**src/rtl/eep_pkg.sv**
```systemverilog
package eep_pkg;
    localparam int BYTE_W = 8;
    localparam logic [3:0] DEV_MEM  = 4'b1010;
    localparam logic [3:0] DEV_LOCK = 4'b0110;

    typedef enum logic [2:0] {
        ST_IDLE,
        ST_DEV,
        ST_WORD,
        ST_WDATA,
        ST_ACK,
        ST_WAIT_STOP,
        ST_RDATA,
        ST_RACK
    } link_st_e;

    typedef enum logic {
        K_MEM,
        K_LOCK
    } target_e;
endpackage

```
**src/rtl/eep_bus_cond.sv**
```systemverilog
module eep_bus_cond #(
    parameter int SYNC = 2
) (
    input  logic clk,
    input  logic rst_n,
    input  logic scl_i,
    input  logic sda_i,
    output logic scl_o,
    output logic sda_o,
    output logic scl_rise_o,
    output logic scl_fall_o,
    output logic start_o,
    output logic stop_o
);
    typedef struct packed {
        logic [SYNC-1:0] scl_sh;
        logic [SYNC-1:0] sda_sh;
        logic            scl_p;
        logic            sda_p;
    } sync_t;

    sync_t q, d;

    always_comb begin
        d = q;
        d.scl_sh = {q.scl_sh[SYNC-2:0], scl_i};
        d.sda_sh = {q.sda_sh[SYNC-2:0], sda_i};
        d.scl_p  = q.scl_sh[SYNC-1];
        d.sda_p  = q.sda_sh[SYNC-1];
    end

    always_ff @(posedge clk or negedge rst_n) begin
        if (!rst_n) q <= '1;
        else        q <= d;
    end

    assign scl_o      = q.scl_sh[SYNC-1];
    assign sda_o      = q.sda_sh[SYNC-1];
    assign scl_rise_o = scl_o && !q.scl_p;
    assign scl_fall_o = !scl_o && q.scl_p;
    assign start_o    = scl_o && q.scl_p && q.sda_p && !sda_o;
    assign stop_o     = scl_o && q.scl_p && !q.sda_p && sda_o;


    start_needs_high_chk: assert property (@(posedge clk) disable iff (!rst_n)
        start_o |-> $past(scl_o));
endmodule

```
**src/rtl/eep_store.sv**
```systemverilog
module eep_store
    import eep_pkg::*;
#(
    parameter int ADDR_W    = 8,
    parameter int WR_CYCLES = 2000
) (
    input  logic              clk,
    input  logic              rst_n,
    input  logic              commit_mem_i,
    input  logic              commit_lock_i,
    input  logic [ADDR_W-1:0] waddr_i,
    input  logic [BYTE_W-1:0] wdata_i,
    input  logic [ADDR_W-1:0] raddr_i,
    input  logic              wp_i,
    output logic [BYTE_W-1:0] rdata_o,
    output logic              busy_o,
    output logic              strobe_o,
    output logic              locked_o
);
    localparam int DEPTH = 1 << ADDR_W;
    localparam int TW    = $clog2(WR_CYCLES + 1);

    typedef struct packed {
        logic [TW-1:0] timer;
        logic          locked;
        logic          strobe;
    } store_t;

    store_t q, d;
    logic [BYTE_W-1:0] mem_q [DEPTH];
    logic blocked;
    logic do_write;

    always_comb begin
        blocked  = waddr_i[ADDR_W-1] ? wp_i : q.locked;
        do_write = commit_mem_i && !blocked;
        d        = q;
        d.strobe = do_write;
        if (q.timer != '0) d.timer = q.timer - 1'b1;
        if (do_write || (commit_lock_i && !q.locked)) d.timer = TW'(WR_CYCLES);
        if (commit_lock_i) d.locked = 1'b1;
    end

    always_ff @(posedge clk or negedge rst_n) begin
        if (!rst_n) q <= '0;
        else        q <= d;
    end

    always_ff @(posedge clk or negedge rst_n) begin
        if (!rst_n) begin
            for (int i = 0; i < DEPTH; i++) mem_q[i] <= '0;
        end else if (do_write) begin
            mem_q[waddr_i] <= wdata_i;
        end
    end

    assign rdata_o  = mem_q[raddr_i];
    assign busy_o   = (q.timer != '0);
    assign strobe_o = q.strobe;
    assign locked_o = q.locked;


    strobe_in_busy_chk: assert property (@(posedge clk) disable iff (!rst_n)
        strobe_o |-> busy_o);


    lock_sticky_chk: assert property (@(posedge clk) disable iff (!rst_n)
        locked_o |=> locked_o);


    wp_block_chk: assert property (@(posedge clk) disable iff (!rst_n)
        (commit_mem_i && waddr_i[ADDR_W-1] && wp_i) |=> !strobe_o);
endmodule

```
**src/rtl/eep_slave.sv**
```systemverilog
module eep_slave
    import eep_pkg::*;
#(
    parameter int ADDR_W    = 8,
    parameter int WR_CYCLES = 2000,
    parameter int SYNC      = 2
) (
    input  logic       clk,
    input  logic       rst_n,
    input  logic       scl_i,
    input  logic       sda_i,
    input  logic [2:0] strap_i,
    input  logic       wp_i,
    output logic       sda_o,
    output logic       sda_oe_o,
    output logic       wr_strobe_o,
    output logic       busy_o
);
    localparam logic [3:0] BITS_FULL = 4'd8;

    typedef struct packed {
        link_st_e          st;
        link_st_e          nxt;
        target_e           kind;
        logic [3:0]        cnt;
        logic [BYTE_W-1:0] sh;
        logic [ADDR_W-1:0] addr;
        logic [BYTE_W-1:0] wdat;
        logic              mack;
        logic              oe;
        logic              sdo;
        logic              cmt_mem;
        logic              cmt_lock;
    } link_t;

    link_t q, d;

    logic scl_s, sda_s, scl_rise, scl_fall, start, stop;
    logic [BYTE_W-1:0] rdata;
    logic busy, locked;
    logic byte_end, strap_ok, do_load;

    eep_bus_cond #(.SYNC(SYNC)) u_cond (
        .clk        (clk),
        .rst_n      (rst_n),
        .scl_i      (scl_i),
        .sda_i      (sda_i),
        .scl_o      (scl_s),
        .sda_o      (sda_s),
        .scl_rise_o (scl_rise),
        .scl_fall_o (scl_fall),
        .start_o    (start),
        .stop_o     (stop)
    );

    eep_store #(.ADDR_W(ADDR_W), .WR_CYCLES(WR_CYCLES)) u_store (
        .clk           (clk),
        .rst_n         (rst_n),
        .commit_mem_i  (q.cmt_mem),
        .commit_lock_i (q.cmt_lock),
        .waddr_i       (q.addr),
        .wdata_i       (q.wdat),
        .raddr_i       (q.addr),
        .wp_i          (wp_i),
        .rdata_o       (rdata),
        .busy_o        (busy),
        .strobe_o      (wr_strobe_o),
        .locked_o      (locked)
    );

    always_comb begin
        d          = q;
        d.cmt_mem  = 1'b0;
        d.cmt_lock = 1'b0;
        do_load    = 1'b0;
        byte_end   = scl_fall && (q.cnt == BITS_FULL);
        strap_ok   = (q.sh[3:1] == strap_i);

        if (start) begin
            d.st  = ST_DEV;
            d.cnt = '0;
            d.oe  = 1'b0;
            d.sdo = 1'b1;
        end else if (stop) begin
            if (q.st == ST_WAIT_STOP) begin
                d.cmt_mem  = (q.kind == K_MEM);
                d.cmt_lock = (q.kind == K_LOCK);
            end
            d.st  = ST_IDLE;
            d.oe  = 1'b0;
            d.sdo = 1'b1;
        end else begin
            unique case (q.st)
                ST_DEV, ST_WORD, ST_WDATA: begin
                    if (scl_rise && q.cnt < BITS_FULL) begin
                        d.sh  = {q.sh[BYTE_W-2:0], sda_s};
                        d.cnt = q.cnt + 4'd1;
                    end else if (byte_end) begin
                        d.cnt = '0;
                        d.st  = ST_ACK;
                        d.oe  = 1'b1;
                        d.sdo = 1'b0;
                        if (q.st == ST_DEV) begin
                            if (strap_ok && q.sh[7:4] == DEV_MEM && !busy) begin
                                d.kind = K_MEM;
                                d.nxt  = q.sh[0] ? ST_RDATA : ST_WORD;
                            end else if (strap_ok && q.sh[7:4] == DEV_LOCK && !q.sh[0]
                                         && !busy && !locked) begin
                                d.kind = K_LOCK;
                                d.nxt  = ST_WORD;
                            end else begin
                                d.st  = ST_IDLE;
                                d.oe  = 1'b0;
                                d.sdo = 1'b1;
                            end
                        end else if (q.st == ST_WORD) begin
                            if (q.kind == K_MEM) d.addr = q.sh[ADDR_W-1:0];
                            d.nxt = ST_WDATA;
                        end else begin
                            d.wdat = q.sh;
                            d.nxt  = ST_WAIT_STOP;
                        end
                    end
                end
                ST_ACK: begin
                    if (scl_fall) begin
                        if (q.nxt == ST_RDATA) begin
                            do_load = 1'b1;
                        end else begin
                            d.st  = q.nxt;
                            d.oe  = 1'b0;
                            d.sdo = 1'b1;
                            d.cnt = '0;
                        end
                    end
                end
                ST_RDATA: begin
                    if (scl_fall) begin
                        if (q.cnt == 4'd7) begin
                            d.oe  = 1'b0;
                            d.sdo = 1'b1;
                            d.cnt = '0;
                            d.st  = ST_RACK;
                        end else begin
                            d.sh  = {q.sh[BYTE_W-2:0], 1'b0};
                            d.sdo = q.sh[BYTE_W-2];
                            d.cnt = q.cnt + 4'd1;
                        end
                    end
                end
                ST_RACK: begin
                    if (scl_rise) d.mack = !sda_s;
                    if (scl_fall) begin
                        if (q.mack) do_load = 1'b1;
                        else        d.st = ST_IDLE;
                    end
                end
                ST_WAIT_STOP: begin
                    if (scl_fall) d.st = ST_IDLE;
                end
                default: ;
            endcase
        end

        if (do_load) begin
            d.sh   = rdata;
            d.addr = q.addr + 1'b1;
            d.sdo  = rdata[BYTE_W-1];
            d.oe   = 1'b1;
            d.cnt  = '0;
            d.st   = ST_RDATA;
        end
    end

    always_ff @(posedge clk or negedge rst_n) begin
        if (!rst_n) begin
            q      <= '0;
            q.st   <= ST_IDLE;
            q.nxt  <= ST_IDLE;
            q.kind <= K_MEM;
            q.sdo  <= 1'b1;
        end else begin
            q <= d;
        end
    end

    assign sda_o    = q.sdo;
    assign sda_oe_o = q.oe;
    assign busy_o   = busy;


    drive_hold_chk: assert property (@(posedge clk) disable iff (!rst_n)
        (scl_s && $past(scl_s) && !$past(start) && !$past(stop))
        |-> $stable({sda_oe_o, sda_o}));


    commit_once_chk: assert property (@(posedge clk) disable iff (!rst_n)
        q.cmt_mem |=> !q.cmt_mem);


    busy_nack_chk: assert property (@(posedge clk) disable iff (!rst_n)
        (q.st == ST_DEV && byte_end && busy && !start && !stop) |=> !sda_oe_o);


    commit_kind_chk: assert property (@(posedge clk) disable iff (!rst_n)
        $onehot0({q.cmt_mem, q.cmt_lock}));
endmodule

```
**config.mk**
```make
export PLATFORM = sky130hd
export DESIGN_NAME = eep_slave
export DESIGN_NICKNAME = d
export VERILOG_FILES = /design/src/rtl/eep_pkg.sv /design/src/rtl/eep_bus_cond.sv /design/src/rtl/eep_store.sv /design/src/rtl/eep_slave.sv
export SDC_FILE = /design/constraint.sdc
export NUM_CORES = 2
export LEC_CHECK = 0
export BUFFER_PORTS_ARGS = -buffer_cell sky130_fd_sc_hd__buf_2
export CELL_PAD_IN_SITES_DETAIL_PLACEMENT = 1
export CELL_PAD_IN_SITES_GLOBAL_PLACEMENT = 1
export CORE_MARGIN = 2
export CORE_UTILIZATION = 50
export DETAILED_ROUTE_END_ITERATION = 10
export PLACE_DENSITY = 0.85
export SLEW_MARGIN = 20
export SYNTH_ARGS = -nofsm -noshare
export SYNTH_HDL_FRONTEND = slang
export SYNTH_SLANG_ARGS = --single-unit
```
**constraint.sdc**
```tcl
create_clock -name clk -period 4.3 [get_ports clk]
set_input_delay 0.215 -clock clk [delete_from_list [all_inputs] [get_ports clk]]
set_output_delay 0.215 -clock clk [all_outputs]
set_load 0.005 [all_outputs]
```
Yosys cells after proc, flatten, opt, wreduce, memory -nomap -nowiden
Cells that the tools add are included.
{ "op_classes": {"bitwise": 7, "addsub": 3, "eq_ne": 36, "muxes": 83, "n_reduce_logical": 47, "n_lt_le_gt_ge": 3} }
{ "op_table": {"columns": ["op", "count"], "rows": [
  ["$bwmux W2048", 1],
  ["$bmux W8 S8", 1],
  ["$demux W8 S8", 1],
  ["$mux W16", 4],
  ["$mux W8", 8],
  ["$mux W4", 13],
  ["$ne A5 B5 Y1 const B", 10],
  ["$mux W3", 16],
  ["$mux W11", 3],
  ["$mux W29", 1],
  ["$mux W2", 14],
  ["$mux W25", 1],
  ["$reduce_and A6 Y1", 4],
  ["$reduce_and A7 Y1", 3],
  ["$mux W20", 1],
  ["$logic_and A1 B1 Y1", 18],
  ["$pmux W8 S2", 1],
  ["$eq A3 B3 Y1 const B", 5],
  ["$pmux W3 S5", 1],
  ["$mux W1", 12],
  ["$mux W12", 1],
  ["$ne A4 B4 Y1 const B", 3],
  ["$pmux W4 S3", 1],
  ["$reduce_bool A11 Y1", 1],
  ["32 further kinds", 55]
]} }
{ "word_totals": {"register_bits": 2107, "word_cells": 454, "input_bits": 8, "out_inout_bits": 4} }

Logic depth before layout (Yosys ltp)
{ "depth": {"depth_word": 20, "mapped_depth": 12, "depth_no_buf": 9} }

Modules after synthesis
Synthesis repeated with hierarchy kept, for this count alone.
{ "hier_totals": {"hier_cells": 6381, "hier_area_um2": 96953.0} }
{ "by_module_without_submodules": {"columns": ["module", "seq_area_each_um2", "area_per_inst_um2", "cells_each", "n_inst"], "rows": [
  ["eep_store", 51574.5, 94307.9, 6142, 1],
  ["eep_slave", 1002.2, 2454.9, 229, 1],
  ["eep_bus_cond", 157.7, 190.2, 10, 1]
]} }

Least setup slack after synthesis
No wires, ideal clock.
{ "synth_path": {"path_kind": "flip-flop to flip-flop", "start": "register q[13] in the netlist's numbering", "end": "register u_store.mem_q[488] in the netlist's numbering", "period_less_slack_ps": 2836, "path_stages_with_launch": 13, "slack_ps": 1464, "n_path_buf": 7, "setup_ps": 125, "required_time_ps": 4175, "arrival_time_ps": 2711, "cell_sequence": "dfrtp_1 > buf_6 > buf_6 > buf_6 > buf_4 > buf_2 > inv_1 > ha_1 > and2_1 > clkbuf_1 > clkbuf_1 > nand2_1 > mux2_2"} }
{ "synth_between": {"elab_chain_len": 6, "elab_cells_between_ends": 7, "classes_between": "2 x order compare; 3 x mux; 1 x bitwise; 1 x reduce/logical"} }
{ "synth_rtl": {"columns": ["item", "line", "source"], "rows": [
  ["start: declaration", "eep_slave.sv:36", "link_t q, d;"],
  ["$not A8 Y9 (not written as such) *", "eep_store.sv:53", "mem_q[waddr_i] <= wdata_i;"],
  ["$ge A9 B9 Y1 (not written as such) / $lt A9 B1 Y1 (equally long branches)", "eep_store.sv:53", null],
  ["$logic_and A1 B1 Y1 (not written as such)", "eep_store.sv:53", null],
  ["$mux W8 (not written as such)", "eep_store.sv:53", null],
  ["$demux W8 S8 *", "eep_store.sv:53", null],
  ["$bwmux W2048 *", "eep_store.sv:53", null],
  ["end signal: indexed assignment", "eep_store.sv:53", null],
  ["end: declaration", "eep_store.sv:30", "logic [BYTE_W-1:0] mem_q [DEPTH];"]
]} }
Every way passes the cells marked *; elsewhere a longest branch is shown, timed or not.
A chain may end at the register's enable or synchronous reset.

Final worst setup path
{ "layout_path": {"start": "register q[14] in the netlist's numbering", "end": "register q[22] in the netlist's numbering"} }
{ "layout_between": {"elab_chain_len": 5} }
{ "layout_rtl": {"columns": ["item", "line", "source"], "rows": [
  ["$not A8 Y9 (not written as such)", "eep_store.sv:57", "assign rdata_o = mem_q[raddr_i];"],
  ["$bmux W8 S8", "eep_store.sv:57", null],
  ["$mux W8 (not written as such) (2 in series)", "eep_store.sv:57", null],
  ["$mux W20", "eep_slave.sv:165", "if (do_load) begin"]
]} }
No other way between the ends. The select of a mux whose other input is x is not followed.

==> flow_metrics.py <==
metrics = {
    "sta": {
        "setup_violations": 0,
        "fin_crit_ns": 4.18,
        "finalSetupTns_ns": 0,
        "post-route-period-util": 0.971,
        "slew_violations": 0,
        "rsz0062_at_grt": "no",
        "skew_ns": 0.0601,
        "fmax_mhz": 239,
        "tightest_slew_ns": 1.29,
        "relSlewSlack": 0.138,
        "hold_violations": 0,
    },
    "floorplanning": {
        "row_count": 160,
        "core-area_um2": 190000,
        "die-area_um2": 195000,
        "die_w_um": 442,
        "pin_count": 12,
        "initial_core_util": 0.503,
        "die_h_um": 442,
    },
    "critical_path": {
        "ff2ff_path_depth": 8,
        "worstSetupStartpointType": "flip-flop",
        "critical_path.endpoint": "q[22]",
        "critPathLaunch": "q[14]",
        "timing.rr.start": "q[14]",
        "path_class": "flip-flop to flip-flop",
        "rrSetupSlack_ns": 0.12,
        "worstPathArrival_ns": 4.93,
        "critical_path.max_fanout": 44,
        "required_ns": 5.06,
        "rr_endpoint": "q[22]",
        "worstSetupEndpointType": "flip-flop",
    },
    "global_routing": {
        "grt_overflow": 0,
        "grt_pass1_vias": 65628,
        "grt_first_pass_wirelength_um": 445000,
        "grt_max_degree": 186,
        "grt.total_usage": 0.302,
        "antenna_found_initial": 7,
    },
    "clocking": {
        "clock_path_buffers": 3,
        "post_cts_resize_count": 0,
        "cts_setup_buffers": 0,
        "clk_latency_ns": 0.89,
        "ctsHtreeMaxLevel": 4,
        "cts.sinks": 2107,
        "cts_tree": "yes",
        "clockRootBuffer": "clkbuf_16",
        "numCtsBuffers": 213,
        "path_clk_slew_ns": 0.08,
    },
    "pwr": {
        "seqPwrFrac": 0.460,
        "combPwrFrac": 0.112,
        "vdd_drop_max_v": 0.000380,
        "p_leak_nw": 50.2,
        "total_power_mw": 44.0,
        "p_clk_frac": 0.427,
        "switching_share": 0.265,
        "p_int_mw": 32.4,
        "cellPowerDensity_nw_per_um2": 414,
        "p_sw_mw": 11.7,
    },
    "detailed_routing": {
        "drt_wl_total_um": 297000,
        "ant_nets": 0,
        "wire_per_inst_um": 33.7,
        "vias": 59104,
        "drtIter0Drc": 5574,
        "vias_per_cell": 6.70,
        "drc": 0,
        "dr.pass1.iters": 5,
    },
    "synth": {
        "yosys_warnings": 0,
        "ys_top_cells_by_area": "dfrtp_1 55%, mux2_2 24%, mux4_2 12%, a22oi_1 1.8%, clkbuf_1 1.3%",
        "synth_seq_cells": 2107,
        "syn_avg_cell_area_um2": 15.5,
        "synthCells": 6182,
        "synth_area_um2": 95800,
        "yosys-top-cells-count": "2,100 x dfrtp_1, 2,058 x mux2_2, 502 x mux4_2",
        "yosysMostFrequentCell": "dfrtp_1",
        "synthArstFlopShare": 1.00,
        "yosysSeqAreaShare": 0.551,
        "synth_top_flop_cell": "dfrtp_1",
        "synth_nets": 6198,
        "synth_top_area_share": 0.549,
        "synth_area_leader_cell": "dfrtp_1",
        "synth_edf_count": 0,
        "synth_cell_types": 72,
    },
    "run_status": {
        "outcome": "complete, no violations",
    },
    "place": {
        "hpwl_um": 174000,
        "place.gp.congestion": 0.871,
        "portBuffers": 11,
        "place_area_um2": 99100,
    },
    "cells_and_area": {
        "stdcell_area_um2": 106000,
        "ff_latch_area_um2": 52800,
        "drive_gt1_frac": 0.512,
        "multi_input_area_um2": 40800,
        "fillers": 17222,
        "nets": 6159,
        "syn_to_final_growth_pct": 11.0,
    },
    "flow_run": {
        "drv_cap": 0,
    },
    "min_path": {
        "hold_class": "primary input to async pin",
    },
}
## power by group through the flow
stage                     Sequential [mW]  Combinational (mW)  Clock [mW]
after global placement               20.6                4.86           0
after global routing                 20.3                5.26        19.7
final                                20.3                4.94        18.8
after CTS                            20.2                4.96        19.0
after detailed placement             20.6                4.94           0
after floorplan                      20.4                3.41           0
## metal layers
layer / vias up / routed length (um) / track usage
met5: - / 48 / 0
met4: 8 / 17600 / 0.167
met3: 840 / 20800 / 0.0636
met2: 2776 / 145000 / 0.489
met1: 32352 / 114000 / 0.380
li1: 23128 / - / -
## through the flow
| step | setup slack (ns) | cells | hold WS [ns] | utilization |
|---|---|---|---|---|
| finish | 0.123 | 8821 | 0.131 | 0.559 |
| global route | 0.124 | 8818 | 0.157 | 0.559 |
| CTS | 0.383 | 8815 | 0.102 | 0.558 |
| detailed placement | 0.410 | 8431 | 0.194 | 0.521 |
| global placement | 0.457 | 8430 | 0.194 | 0.521 |
| floorplan | 1.46 | 6182 | -0.0806 | - |
## critical path, cell delays in order, from the launching register on
cell and delay [ns]:
dfrtp_4 0.92, buf_4 0.71, mux4_2 0.42, a22oi_1 0.27
a21oi_1 0.22, nor4_1 0.94, o22ai_1 0.24, o21ai_1 0.18
a31oi_1 0.10
## state kept, by name, summed over array words and instances, names as in the netlist
signal            flops
u_store.strobe_o      1
q                    38
u_cond.sda_o          1
u_cond.scl_o          1
u_cond.q              2
u_store.locked_o      1
u_store.mem_q      2048
u_store.q            11
sda_o                 1
sda_oe_o              1
u_cond.d              2
## cells by family (layout without fill, tap and decap cells)
| kind of cell | count (synthesis) | after routing | synth area share |
|---|---|---|---|
| other | 0 | 4 | 0 |
| AND/OR/NAND/NOR | 469 | 469 | 0.0255 |
| AO/OA/AOI/OAI | 486 | 486 | 0.0338 |
| multiplexers | 2598 | 2598 | 0.364 |
| buffers and inverters | 503 | 627 | 0.0239 |
| XOR/XNOR | 11 | 11 | 0.00101 |
| flip-flops | 2107 | 2107 | 0.551 |
| adder cells (fa/ha/maj) | 8 | 8 | 0.00105 |
## cell type report
class,count,area share
Sequential cell,2107,0.497
Multi-Input combinational cell,3572,0.384
Clock buffer,318,0.0590
Tap cell,2511,0.0296
Timing Repair Buffer,231,0.0233
Clock inverter,60,0.00680
Inverter,18,0.000636
Antenna cell,4,0.0000942
## repair_timing
action,in CTS,in global routing
setup endpoints to repair,0,0
endpoints found under the hold margin,678,0
hold buffers,6,0
## cell usage in the layout (no fill, tap or decap), types with 9 or more instances in the layout
cell type	count
nand2_1	257
clkbuf_8	55
nor4_1	28
buf_2	10
buf_4	158
a22oi_1	232
inv_1	17
nand3_1	14
clkbuf_1	50
nor3_4	9
nor3_1	12
o21ai_0	24
nor2_1	28
mux4_2	502
nor3_2	35
mux2i_1	38
o22ai_1	18
and2_2	11
dfrtp_4	10
a21oi_1	146
buf_12	54
clkbuf_16	213
mux2_2	2058
dfrtp_1	2089
a31oi_1	12
clkinv_2	34
o21ai_1	9
nand2_2	12
## worst min path at each step
| stage | slack (ns) | to | depth (start not counted) |
|---|---|---|---|
| 4_1_cts | 0.10 | u_store.mem_q[1304] | 3 |
| 3_3_place_gp | 0.19 | u_store.mem_q[861] | 1 |
| 2_1_floorplan | -0.08 | q[0] | 0 |
| 6_report | 0.13 | u_store.mem_q[862] | 3 |
| 5_1_grt | 0.16 | u_store.mem_q[1304] | 3 |
| 3_5_place_dp | 0.19 | u_store.mem_q[862] | 1 |
Power figures use the tool's default switching activity.
